<file path="src/rtl/el_timing_ctrl.sv">
module el_timing_ctrl #(
  parameter int SUM_W  = 12,
  parameter int MF_W   = 10,
  parameter int RSSI_W = 7,
  parameter int CNT_W  = 4
) (
  input  logic              clk,
  input  logic              rst_n,
  input  logic              sym_stb,
  input  logic [SUM_W-1:0]  early_sum,
  input  logic [SUM_W-1:0]  late_sum,
  input  logic [SUM_W-1:0]  sum_thr,
  input  logic [MF_W-1:0]   mf_avg,
  input  logic [MF_W-1:0]   mf_thr,
  input  logic [RSSI_W-1:0] rssi,
  input  logic [RSSI_W-1:0] rssi_thr,
  input  logic              pre_done,
  input  logic              aa_match,
  input  logic              pkt_end,
  input  logic              cfg_both,
  input  logic              cfg_slow,
  input  logic              cfg_stop_pre,
  input  logic              cfg_mf_gate,
  input  logic [CNT_W-1:0]  slow_thr,
  output logic              adj_fwd,
  output logic              adj_bwd,
  output logic              thr_met
);

  logic             post_pre, post_aa;
  logic [CNT_W-1:0] slow_cnt;

  wire early_hi = early_sum > sum_thr;
  wire late_hi  = late_sum > sum_thr;
  wire met_now  = cfg_both ? (early_hi && late_hi) : (early_hi || late_hi);

  wire phase_ok = (cfg_slow ? post_aa : !post_aa) && !(cfg_stop_pre && post_pre);
  wire pace_hit = slow_cnt == slow_thr;
  wire pace_ok  = !cfg_slow || pace_hit;
  wire level_ok = (rssi > rssi_thr) && (!cfg_mf_gate || mf_avg > mf_thr);
  wire fire     = sym_stb && met_now && level_ok && phase_ok && pace_ok;
  wire cnt_step = sym_stb && cfg_slow && post_aa;

  always_ff @(posedge clk) begin
    if (!rst_n || pkt_end) begin
      post_pre <= 1'b0;
      post_aa  <= 1'b0;
      slow_cnt <= '0;
      thr_met  <= 1'b0;
      adj_fwd  <= 1'b0;
      adj_bwd  <= 1'b0;
    end else begin
      if (pre_done) post_pre <= 1'b1;
      if (aa_match) post_aa <= 1'b1;
      if (sym_stb) thr_met <= met_now;
      if (cnt_step) slow_cnt <= pace_hit ? '0 : slow_cnt + 1'b1;
      adj_fwd <= fire && (late_sum > early_sum);
      adj_bwd <= fire && (early_sum > late_sum);
    end
  end

endmodule

</file>
<file path="config.mk">
export PLATFORM = sky130hd
export DESIGN_NAME = el_timing_ctrl
export DESIGN_NICKNAME = d
export VERILOG_FILES = /design/src/rtl/el_timing_ctrl.sv
export SDC_FILE = /design/constraint.sdc
export NUM_CORES = 1
export LEC_CHECK = 0
export BUFFER_PORTS_ARGS = -buffer_cell sky130_fd_sc_hd__buf_2
export CAP_MARGIN = 20
export CORE_ASPECT_RATIO = 1.4
export CORE_MARGIN = 4
export CORE_UTILIZATION = 45
export DETAILED_ROUTE_END_ITERATION = 10
export GPL_TIMING_DRIVEN = 0
export PLACE_DENSITY = 0.91
export SLEW_MARGIN = 20
export SYNTH_ARGS = -nofsm -noshare
export SYNTH_HDL_FRONTEND = slang
export SYNTH_SLANG_ARGS = --single-unit
</file>
<file path="constraint.sdc">
create_clock -name clk -period 2.6 [get_ports clk]
set_input_delay 0.52 -clock clk [delete_from_list [all_inputs] [get_ports clk]]
set_output_delay 0.52 -clock clk [all_outputs]
set_load 0.05 [all_outputs]
</file>
==> reports/metrics.cfg, run 1 <==
[status]
status=finished clean

[die]
die_h_um=80.63
core_um2=3643
start_util=0.4653
die_w_um=59.88
io-pin-count=87
fp.dieArea_um2=4827
placementRows=26

[layout]
nFillCells=359
antennaDiodeCount=0
nets=447
drive_gt1_frac=0.2987
syn_to_final_growth_pct=31.14
design_area_um2=2223

[setup_path]
cp.arrival_ns=2.15
worstRegToRegCells=5
path_max_fanout=3
crit_path_start_kind=primary input
worstPathRequired_ns=2.74
reg2reg_slack_ns=1.20
timing.rr.start=slow_cnt[0]
crit_path_end_kind=flop
crit_type=in -> reg
reg2reg_to=adj_bwd

[sta]
rsz0062_at_grt=no
setup_viol=0
max_freq_mhz=499.6
relSlewSlack=0.7875
tightestPinTransition_ns=0.3181
tns_ns=0
final-hold-violation-count=0
min_period_ns=2.002
drv_slew=0
period_share=0.7698
finClkSkew_ns=0.0005553

[detailed_routing]
drtIter0Drc=36
routed_wl_um=4337
detail_route.vias_per_cell=5.209
wire_per_inst_um=12.39
drc=0
dr_total_vias=1823
drt_first_pass_iters=4
postRouteAntennaNets=0

[clocking]
tritoncts=done
clk_pin_slew_ns=0.05
htree_levels=1
postCtsSetupBuffers=0
cts_buffers=3
cts.sinks=9
ctsResizeCount=0
insertion_delay_ns=0.23
cts_root_buf=clkbuf_8
clock_path_buffers=2
cts.hold.buffers_added=0

[global_routing]
grt_max_degree=6
grt.total_usage=0.1899
grt_overflow=0
grt_pass1_wl_um=7182
grt_pass1_vias=1912
antenna_found_initial=0

[logic_synthesis]
synth_area_leaders=ha_1 (40%), dfxtp_1 (11%), inv_1 (9.7%)
syn-num-nets=356
syn_area_um2=1695
yosysTopAreaCell=ha_1
synth_edf_count=0
synthCells=218
yosysTopAreaCellShare=0.3985
synthTopCellsByCount=ha_1 (54), inv_1 (44), a21oi_1 (18), nand4_1 (12), nor2_1 (12)
ys_types=29
async_reset_ff_frac=0
synth_warnings=0
yosysSeqAreaShare=0.1063
synth.most_common_cell=ha_1
syn_avg_cell_area_um2=7.777
synth-seq-cells=9
synthFlopType=dfxtp_1

[power]
p_leak_nw=1.307
ir_drop_uv=196.3
p_per_area_nw_per_um2=261.6
finalPower_w=0.0005816

[min_path]
holdPathStages=2
hp-class=reg -> reg
worstHoldStart=thr_met
min_to=thr_met

[placement]
placedInstanceArea_um2=2178
dpl.hpwl_um=4062
globalplace.congestion=0.9137
io_buffers=86

[flow_run]
maxCapViolCount=0

-- state kept, by name, indices dropped and copies added (netlist names) --
signal and count:
adj_bwd 1, adj_fwd 1, post_aa 1, thr_met 1, slow_cnt 4, post_pre 1
-- worst max-delay path by stage --
stage | slack (ns) | endpoint | start
finish | 0.60 | adj_bwd | sum_thr[11]
global route | 0.45 | thr_met | sum_thr[3]
CTS | 0.60 | adj_bwd | sum_thr[10]
floorplan | 0.58 | adj_bwd | sum_thr[1]
global placement | 0.38 | adj_bwd | sum_thr[10]
detailed placement | 0.35 | adj_bwd | sum_thr[11]
-- metrics by stage --
stage	setup slack, ns	hold slack (ns)	cells	util
floorplan	0.5757	0.4382	218	-
global placement	0.3811	0.4445	346	0.5979
detailed placement	0.3489	0.4589	346	0.5979
CTS	0.5984	0.4646	350	0.6102
global route	0.4533	0.5194	350	0.6102
finish	0.5985	0.4686	350	0.6102
-- logic make-up (layout without fill, tap and decap cells) --
logic type / Yosys count / after routing / synth area share
simple gates: 57 / 57 / 0.1756
fa+ha+maj: 54 / 54 / 0.3985
compound gates: 45 / 45 / 0.1749
buf+inv: 44 / 134 / 0.09742
flops: 9 / 9 / 0.1063
xor+xnor: 8 / 8 / 0.04133
mux: 1 / 1 / 0.005904
-- critical path, cell delays in order --
cell	delay [ns]
buf_2	0.09
inv_1	0.05
ha_1	0.29
nand4_1	0.17
a211o_1	0.33
a311oi_2	0.26
o221ai_2	0.15
nor4b_2	0.28
-- cell usage in the layout, fill, tap and decap left out, types with 2 or more instances in the layout --
master and count:
buf_2 86, ha_1 54, inv_1 44, a21oi_1 18
nand4_1 12, nor2_1 12, nand2_1 9, dfxtp_1 9
nand3_1 8, nor3_1 6, o21ai_0 6, xnor2_1 5
a21o_1 5, nand2b_1 4, o211ai_1 4, xor2_1 3
nor2b_1 3, clkbuf_8 3, a211o_1 2, o21a_1 2
a211oi_1 2
-- report_power, final --
part / internal, W / total (W) / switching [W]
clock: 0.000107 / 0.000162 / 0.0000555
sequential: 0.000141 / 0.000143 / 0.00000184
combinational: 0.000137 / 0.000277 / 0.000139
-- layout make-up --
class | count | area (µm²) | share of cell area
Multi-Input combinational cell | 165 | 1350 | 0.6072
Inverter | 44 | 165.2 | 0.07428
Sequential cell | 9 | 180.2 | 0.08104
Timing Repair Buffer | 86 | 430.4 | 0.1936
Clock buffer | 4 | 45.04 | 0.02026
Tap cell | 42 | 52.55 | 0.02364
-- metal layers --
layer  vias up  global-route usage  wire [µm]
met1       794              0.1878       1594
met3         8             0.03055        341
met5         -                   0          0
li1        951                   -          -
met2        70              0.3853       2352
met4         0             0.04656         49
(Power assumes the default switching activity.)
==> run 2, diff against run 1 <==
clock period = 2 ns   (was 2.6 ns; I/O delays follow)
==> run 2 against run 1 <==
Register-to-register slack worse by 0.60 ns. Highest routed layer unchanged. Combinational power is 32% higher. Clock-buffer cell count stayed put. Global-route usage stayed put. Utilization is 0.52 points higher. Final cell count is 0.29% higher.
==> reports/metrics.cfg, run 2 (synthesis gave the netlist of run 1 again) <==
[status]
status=finished clean

[setup_path]
cp_top_family=simple AND/OR/NAND/NOR gates
worstPathRequired_ns=2.14  ; -0.60 ns
path_cells=buf_2 > inv_1 > ha_1 > nand4_1 > nor3_2 > a221oi_2 > a32oi_1 > o221ai_2 > nor4b_2
crit_path_start_kind=primary input
timing.rr.start=slow_cnt[0]
path_max_fanout=3  ; unchanged
crit_type=in -> reg
worstRegToRegCells=5  ; unchanged
reg2reg_slack_ns=0.60  ; -0.60 ns
critPathMaxStageDelay_ns=0.32  ; about the same
crit_buf_inv=2  ; unchanged
crit_path_end_kind=flop
slowest_stage=ha_1
cp.arrival_ns=2.03  ; -0.12 ns
reg2reg_to=adj_bwd

[placement]
placedInstanceArea_um2=2178  ; unchanged
dpl.hpwl_um=4062  ; unchanged
globalplace.congestion=0.9137  ; unchanged
io_buffers=86  ; unchanged

[sta]
min_period_ns=1.884
finClkSkew_ns=0.0005553  ; unchanged
period_share=0.9420
rsz0062_at_grt=no
drv_slew=0  ; unchanged
tns_ns=0  ; unchanged
final-hold-violation-count=0  ; unchanged
max_freq_mhz=530.8
relSlewSlack=0.7875  ; unchanged
setup_viol=0  ; unchanged
tightestPinTransition_ns=0.3181  ; unchanged
whs_ns=0.3759  ; -0.09268 ns

[die]
io-pin-count=87  ; unchanged
placementRows=26  ; unchanged
die_w_um=59.88  ; unchanged
start_util=0.4653  ; unchanged
core_um2=3643  ; unchanged
die_h_um=80.63  ; unchanged
fp.dieArea_um2=4827  ; unchanged

[layout]
layout_commonest_cell=buf_2
drive_gt1_frac=0.3074  ; +0.008742
final_util=0.6154  ; +0.005151
nFillCells=357  ; -0.56%
nets=448  ; +0.22%
design_area_um2=2242  ; +0.84%
ff_latch_area_um2=180.2  ; unchanged
syn_to_final_growth_pct=32.25
layout_common_cells=buf_2 (86), ha_1 (54), inv_1 (44), a21oi_1 (18)
antennaDiodeCount=0  ; unchanged
largest_reg_flops=4  ; unchanged
top_register=slow_cnt
multiInputGateArea_um2=1361  ; +0.83%

[power]
p_leak_nw=1.314  ; +0.54%
p_per_area_nw_per_um2=339.9  ; +30%
ir_drop_uv=257.1  ; +31%
finalPower_w=0.0007622  ; +31%

[clocking]
clk_pin_slew_ns=0.05  ; about the same
htree_levels=1  ; unchanged
clock_path_buffers=2  ; unchanged
tritoncts=done
cts.sinks=9  ; unchanged
cts_root_buf=clkbuf_8
cts_buffers=3  ; unchanged
insertion_delay_ns=0.23  ; about the same

[detailed_routing]
routed_wl_um=4386  ; +1.1%
wire_per_inst_um=12.50  ; +0.84%
drt_first_pass_iters=4  ; unchanged
dr_total_vias=1831  ; +0.44%
drtIter0Drc=41  ; +14%
postRouteAntennaNets=0  ; unchanged
detail_route.vias_per_cell=5.217  ; +0.15%
drc=0  ; unchanged

[global_routing]
antenna_found_initial=0  ; unchanged
grt_overflow=0  ; unchanged
grt_max_degree=6  ; unchanged
grt_pass1_wl_um=7182  ; unchanged
grt_pass1_vias=1912  ; unchanged
grt.total_usage=0.1899  ; unchanged

[min_path]
holdPathStages=3  ; +1
min_to=post_aa
hp-class=in -> reg
worstHoldStart=aa_match

[flow_run]
maxCapViolCount=0  ; unchanged

==> run 2: timing repair <==
action                                  CTS  global route
endpoints found under the setup margin    0             2
gates resized for setup                   0             2
buffers inserted                          0             1
hold buffers                              0             0
==> run 2: layout make-up <==
cell class                      instances  share of cell area
Multi-Input combinational cell        165              0.6071
Inverter                               44             0.07366
Clock buffer                            4             0.02009
Tap cell                               42             0.02344
Sequential cell                         9             0.08036
Timing Repair Buffer                   87              0.1953
==> run 2: worst min-delay path: stages <==
cell and delay [ns]:
buf_2 0.07, nor2_1 0.03, nor2_1 0.07
==> run 2: metal layers <==
layer	GRT usage	vias to the layer above	share of wire
met5	0	-	0
met4	0.04656	0	0.011
met3	0.03055	8	0.078
met2	0.3853	72	0.54
met1	0.1878	797	0.37
li1	-	954	-
==> run 2: per-stage QoR <==
stage	worst slack, ns	instances
final	0.1161	351
after CTS	0.1184	350
after global placement	-0.09893	346
after detailed placement	-0.1311	346
after global routing	0.01840	351
after floorplan	0.09566	218
==> run 2: worst max path at each step <==
stage	start	depth (start not counted)	to
6_report	sum_thr[11]	9	adj_bwd
5_1_grt	sum_thr[3]	9	thr_met
4_1_cts	sum_thr[10]	8	adj_bwd
3_5_place_dp	sum_thr[11]	8	adj_bwd
3_3_place_gp	sum_thr[10]	8	adj_bwd
2_1_floorplan	sum_thr[1]	8	adj_bwd
==> run 2: where the power goes <==
| group | total [W] | internal (W) | switching (W) |
|---|---|---|---|
| Combinational | 0.000366 | 0.000181 | 0.000184 |
| Clock | 0.000211 | 0.000139 | 0.0000722 |
| Sequential | 0.000185 | 0.000183 | 0.00000239 |
| Total | 0.000762 | 0.000503 | 0.000259 |
